<file path="config.mk">
export PLATFORM = sky130hd
export DESIGN_NAME = rseq_top
export DESIGN_NICKNAME = d
export VERILOG_FILES = /design/src/rtl/rseq_pkg.sv /design/src/rtl/rseq_rst_sync.sv /design/src/rtl/rseq_alloc.sv /design/src/rtl/rseq_pick.sv /design/src/rtl/rseq_top.sv
export SDC_FILE = /design/constraint.sdc
export NUM_CORES = 1
export LEC_CHECK = 0
export BUFFER_PORTS_ARGS = -buffer_cell sky130_fd_sc_hd__buf_2
export CORE_MARGIN = 1
export CORE_UTILIZATION = 47
export DETAILED_ROUTE_END_ITERATION = 10
export MAX_ROUTING_LAYER = met4
export PLACE_DENSITY_LB_ADDON = 0.15
export SLEW_MARGIN = 10
export SYNTH_ARGS = -nofsm -noshare
export SYNTH_HDL_FRONTEND = slang
export SYNTH_SLANG_ARGS = --single-unit
</file>
<file path="constraint.sdc">
create_clock -name clk -period 0.8 [get_ports clk]
set_input_delay 0.16 -clock clk [delete_from_list [all_inputs] [get_ports clk]]
set_output_delay 0.16 -clock clk [all_outputs]
set_load 0.01 [all_outputs]
</file>
<file path="src/rtl/rseq_pkg.sv">
`timescale 1ns/1ps
package rseq_pkg;
  // index width that stays at least one bit for a count of one
  function automatic int unsigned idx_w(input int unsigned n);
    return (n > 1) ? $clog2(n) : 1;
  endfunction
endpackage

</file>
<file path="src/rtl/rseq_rst_sync.sv">
`timescale 1ns/1ps
module rseq_rst_sync (
  input  logic clk,
  input  logic rst_n,
  output logic rst_q
);
  logic meta_q;

  always_ff @(posedge clk or negedge rst_n) begin
    if (!rst_n) begin
      meta_q <= 1'b0;
      rst_q  <= 1'b0;
    end else begin
      meta_q <= 1'b1;
      rst_q  <= meta_q;
    end
  end
endmodule

</file>
<file path="src/rtl/rseq_alloc.sv">
`timescale 1ns/1ps
module rseq_alloc #(
  parameter int unsigned LAYERS = 3,
  parameter int unsigned DEPTH  = 8,
  localparam int unsigned IW    = rseq_pkg::idx_w(DEPTH)
) (
  input  logic [DEPTH-1:0]  free_mask,
  input  logic [LAYERS-1:0] req,
  output logic [LAYERS-1:0] gnt,
  output logic [IW-1:0]     sel [LAYERS]
);
  logic [DEPTH-1:0] taken;

  // lower layers claim the lowest free entries first
  always_comb begin
    taken = '0;
    gnt   = '0;
    for (int k = 0; k < LAYERS; k++) begin
      sel[k] = '0;
      for (int d = 0; d < DEPTH; d++) begin
        if (req[k] && !gnt[k] && free_mask[d] && !taken[d]) begin
          gnt[k]   = 1'b1;
          sel[k]   = IW'(d);
          taken[d] = 1'b1;
        end
      end
    end
  end
endmodule

</file>
<file path="src/rtl/rseq_pick.sv">
`timescale 1ns/1ps
module rseq_pick #(
  parameter int unsigned DEPTH = 8,
  localparam int unsigned IW   = rseq_pkg::idx_w(DEPTH)
) (
  input  logic [DEPTH-1:0] hit,
  output logic             any,
  output logic             multi,
  output logic [IW-1:0]    idx
);
  always_comb begin
    idx = '0;
    for (int d = DEPTH - 1; d >= 0; d--) begin
      if (hit[d]) idx = IW'(d);
    end
    any   = |hit;
    multi = ($countones(hit) > 1);
  end
endmodule

</file>
<file path="src/rtl/rseq_top.sv">
`timescale 1ns/1ps
module rseq_top #(
  parameter int unsigned LAYERS  = 3,
  parameter int unsigned LATENCY = 8,
  parameter int unsigned DEPTH   = 8,
  parameter int unsigned SLOT_W  = 5,
  parameter int unsigned PORT_W  = 2,
  parameter int unsigned DATA_W  = 8
) (
  input  logic                     clk,
  input  logic                     rst_n,
  input  logic [SLOT_W-1:0]        slot_now,
  input  logic [LAYERS-1:0]        lay_vld,
  input  logic [LAYERS*PORT_W-1:0] lay_port,
  input  logic [LAYERS*SLOT_W-1:0] lay_stamp,
  input  logic [LAYERS*DATA_W-1:0] lay_data,
  output logic                     out_vld,
  output logic [PORT_W-1:0]        out_port,
  output logic [SLOT_W-1:0]        out_stamp,
  output logic [DATA_W-1:0]        out_data,
  output logic                     err_drop,
  output logic                     err_clash
);
  localparam int unsigned IW = rseq_pkg::idx_w(DEPTH);
  localparam int unsigned KW = rseq_pkg::idx_w(LAYERS);
  localparam logic [SLOT_W-1:0] LAT_S = SLOT_W'(LATENCY);

  logic rst_q;

  // storage
  logic [DEPTH-1:0]  ent_vld, ent_vld_n;
  logic [SLOT_W-1:0] ent_rel  [DEPTH];
  logic [PORT_W-1:0] ent_port [DEPTH];
  logic [DATA_W-1:0] ent_data [DEPTH];

  // arrival side
  logic [SLOT_W-1:0] arr_rel [LAYERS];
  logic [SLOT_W-1:0] arr_gap [LAYERS];
  logic [LAYERS-1:0] arr_ok, gnt;
  logic [IW-1:0]     sel [LAYERS];
  logic [DEPTH-1:0]  wen;
  logic [KW-1:0]     wsrc [DEPTH];

  // release side
  logic [DEPTH-1:0]  hit;
  logic              rel_any, rel_multi;
  logic [IW-1:0]     rel_idx;

  rseq_rst_sync u_rst (.clk(clk), .rst_n(rst_n), .rst_q(rst_q));

  // window check: due strictly after this slot and no further than LATENCY away
  for (genvar k = 0; k < LAYERS; k++) begin : g_arr
    assign arr_rel[k] = lay_stamp[k*SLOT_W +: SLOT_W] + LAT_S;
    assign arr_gap[k] = arr_rel[k] - slot_now;
    assign arr_ok[k]  = lay_vld[k] && (arr_gap[k] != '0) && (arr_gap[k] <= LAT_S);
  end

  rseq_alloc #(.LAYERS(LAYERS), .DEPTH(DEPTH)) u_alloc (
    .free_mask(~ent_vld),
    .req      (arr_ok),
    .gnt      (gnt),
    .sel      (sel)
  );

  for (genvar d = 0; d < DEPTH; d++) begin : g_hit
    assign hit[d] = ent_vld[d] && (ent_rel[d] == slot_now);
  end

  rseq_pick #(.DEPTH(DEPTH)) u_pick (
    .hit  (hit),
    .any  (rel_any),
    .multi(rel_multi),
    .idx  (rel_idx)
  );

  // next state of the entry valid bits and write steering
  always_comb begin
    ent_vld_n = ent_vld & ~hit;
    wen       = '0;
    for (int d = 0; d < DEPTH; d++) wsrc[d] = '0;
    for (int k = 0; k < LAYERS; k++) begin
      if (gnt[k]) begin
        ent_vld_n[sel[k]] = 1'b1;
        wen[sel[k]]       = 1'b1;
        wsrc[sel[k]]      = KW'(k);
      end
    end
  end

  always_ff @(posedge clk or negedge rst_q) begin
    if (!rst_q) begin
      ent_vld   <= '0;
      out_vld   <= 1'b0;
      err_drop  <= 1'b0;
      err_clash <= 1'b0;
    end else begin
      ent_vld   <= ent_vld_n;
      out_vld   <= rel_any;
      err_drop  <= |(lay_vld & ~gnt);
      err_clash <= rel_multi;
    end
  end

  for (genvar d = 0; d < DEPTH; d++) begin : g_ent
    always_ff @(posedge clk) begin
      if (wen[d]) begin
        ent_rel[d]  <= arr_rel[wsrc[d]];
        ent_port[d] <= lay_port[wsrc[d]*PORT_W +: PORT_W];
        ent_data[d] <= lay_data[wsrc[d]*DATA_W +: DATA_W];
      end
    end
  end

  always_ff @(posedge clk) begin
    if (rel_any) begin
      out_port  <= ent_port[rel_idx];
      out_stamp <= ent_rel[rel_idx] - LAT_S;
      out_data  <= ent_data[rel_idx];
    end
  end
endmodule

</file>
==> summary.txt <==
largest net degree at the start of global routing -> 30
DIE HEIGHT -> 150 µm
Port-buffer cells -> 72
antenna-violating nets left -> 0
Worst Path Required -> 0.98 ns
vias per cell -> 6.32
status -> complete, but fails checks
CTS root buf -> clkbuf_16
synthesized net count -> 1,083
syn_area_per_cell -> 10.3 µm²
count leader, synth -> edfxtp_1
drc violations -> 0
Finished Layout Cells -> 1,638
slew margin rel. -> 54.2%
FF/Latch Area -> 4380 µm²
setup TNS -> -605.06 ns
maximum vdd drop -> 0.00165 V
synth top area cells -> edfxtp_1 39%, mux2i_1 10%, mux2_2 6.0%
Layout Skew -> 0.0146 ns
drt wl/cell -> 25.9 µm
# nets final -> 1,433
Setup crit start kind -> primary input
Sink Count -> 148
Die ar. -> 22,600 µm²
post-synthesis compound-gate area fraction -> 14.3%
final hold viol count -> 0
Skew-Pair Late Insertion Delay -> 0.43 ns
worst slew pin tran -> 0.686 ns
initial antenna violation count -> 0
simple-gate share of the synthesized area -> 11.5%
Synth Area in Adders -> 3.87%
gpl congestion -> 0.946
DIE WIDTH -> 150 µm
Util after Layout -> 76.2%
yosys warns -> 0
Hold Path Class -> flop to asynchronous set/reset pin
Final Cycle Share -> 419%
crit-path max cell delay -> 0.45 ns
pwr dens -> 2150 nW/µm²
DR iter-0 viols -> 1,268
Max Fanout on Critical Path -> 7
Yosys top cell by area -> edfxtp_1
Final Setup Violations -> 299
multi-input logic area -> 7080 µm²
Initial Util -> 48.6%
Post-synth EDFFs -> 135
GRT Total Usage -> 35.4%
area post-placement -> 13,200 µm²
CTS H-tree lvls -> 4
placed insts -> 1,529
# diodes -> 0
CTS tree -> yes
layout cells sized above 1 -> 54.7%
final setup margin -> -2.55 ns
CP endpoint kind -> flop
CTS Buffer Depth -> 2
Clk pin slew, worst setup/hold paths -> 0.07 ns
Leakage -> 6.96 nW
violated checks -> negative setup slack
Synth Flop Type -> edfxtp_1
share of Yosys cell area claimed by the top area cell type -> 39.2%
first-pass GRT wire length -> 56,600 µm
crit-path cells -> buf_12 -> inv_6 -> ha_4 -> buf_4 -> nor2b_2 -> a221oi_4 -> a311o_1 -> o2111a_2 -> o211ai_1 -> a211o_1 -> or2_4 -> or3_4 -> buf_12 -> mux2_4 -> mux2_4
Rows -> 53
Num CTS Buffers -> 17
routed wire length -> 42,400 µm
fmax -> 299 MHz
DR vias -> 10,355
minimum clock period -> 3.35 ns
total grt overflow -> 0
DP HPWL -> 25,200 µm
max_cap viols -> 0
TritonRoute pass-1 iters -> 7
Cell variety after synth -> 76
FILL cells -> 1,346
largest family of logic cells by synthesized area -> multiplexers
synthesized flop and latch total -> 148
Synth Cell Area -> 10,300 µm²
Ports -> 73
Crit path arrival time -> 3.53 ns
synth-to-layout area growth -> 56.9%
fin area -> 16,200 µm²
max-slew violations -> 0
Async SR Flop Fraction -> 8.78%
Placeable Area -> 21,300 µm²
Synth Instances -> 1,000
CP max-delay cell -> or3_4
RSZ-0062 raised after global routing -> yes
top post-synthesis cells by count -> 135 x edfxtp_1, 104 x mux2i_1, 89 x nand2_1
post-synthesis mux area share -> 18.8%
area share of xor/xnor cells in the synthesized design -> 4.83%
CP Class -> primary input to flop
sequential fraction of the synthesis area -> 42.4%
vias in the first global route -> 9,431
## layout by cell type (no fill, tap or decap), types with 24 or more instances in the layout
cell      synthesis  routed
a21oi_1          68      38
nor2_1           71      53
mux2i_1         104      97
buf_6             4      56
buf_2             8      65
o211ai_1         24      24
mux2_4           10      31
a21oi_2           0      26
mux2_2           55      39
buf_12            0      31
edfxtp_1        135     135
buf_4             4     227
o21ai_2           0      40
nand2_1          89      65
xor2_1           28      27
## flip-flops by register name, indices dropped and copies added, names as in the netlist
signal / cells
err_drop: 1
ent_data: 64
out_data: 8
out_stamp: 5
out_vld: 1
err_clash: 1
out_port: 2
u_rst.rst_q: 1
ent_rel: 40
ent_port: 16
ent_vld: 8
u_rst.meta_q: 1
## critical path: cells and delay by family
family | cells | cell delay, ns
AO/OA/AOI/OAI | 5 | 1.30
multiplexers | 2 | 0.58
AND/OR/NAND/NOR | 3 | 0.76
adder cells (fa/ha/maj) | 1 | 0.28
buffers and inverters | 4 | 0.43
## stage by stage
step | hold WS, ns | power, mW | setup WS (ns)
6_report | 0.0182 | 34.8 | -2.55
5_1_grt | 0.0311 | 35.9 | -2.62
4_1_cts | 0.0184 | 32.1 | -2.47
3_5_place_dp | -0.0510 | 22.6 | -3.00
3_3_place_gp | -0.0531 | 22.4 | -2.94
2_1_floorplan | -0.136 | 16.8 | -2.94
## per-layer routing
metal  up-vias  wire length [µm]  track usage, %
met5         -                 0               -
met2       773             19300            55.5
li1       4439                 -               -
met1      4953             15700            46.2
met3       190              5040            6.00
met4         0              2340            12.2
## final cells by class
cell class                 instances  share of cell area, %
clock buffer                      18                   2.65
clock inverter                    14                  0.733
inverter                          33                  0.903
multi-input combinational        750                   43.6
sequential                       148                   27.0
tap                              275                   2.12
timing repair buffer             400                   23.0
## repair_timing
| action | 4_1_cts | 5_1_grt |
|---|---|---|
| cloned | 10 | 9 |
| hold buffers | 1 | 0 |
| buffers inserted | 31 | 36 |
| setup endpoints to repair | 299 | 299 |
| resized for setup | 142 | 289 |
| endpoints found under the hold margin | 2 | 0 |
| pin swaps | 38 | 82 |
## logic make-up after synthesis
group,Yosys count
and+or+nand+nor,251
AOI/OAI and AO/OA,234
muxes,178
DFF,148
buffers and inverters,104
xor gates and xnor gates,54
adders and majority gates,30
other,1
## power breakdown
| part | switching, mW | internal, mW | total [mW] |
|---|---|---|---|
| registers | 0.467 | 9.97 | 10.4 |
| logic | 8.91 | 7.71 | 16.6 |
| clock network | 3.72 | 4.06 | 7.79 |
## worst paths after layout
path | from | to | slack, ns | depth (start not counted)
max in group asynchronous | u_rst.rst_q | ent_vld[3] | 0.39 | 1
worst min-delay path | u_rst.rst_q | out_vld | 0.02 | 0
worst max-delay path | slot_now[2] | ent_data[7][3] | -2.55 | 15
worst max register to register | ent_rel[6][4] | out_stamp[4] | -2.51 | 14
min in group clk | lay_vld[1] | err_drop | 0.11 | 4
worst min register to register | u_rst.rst_q | out_vld | 0.02 | 0
No activity file was read; power rests on OpenSTA's default activity.
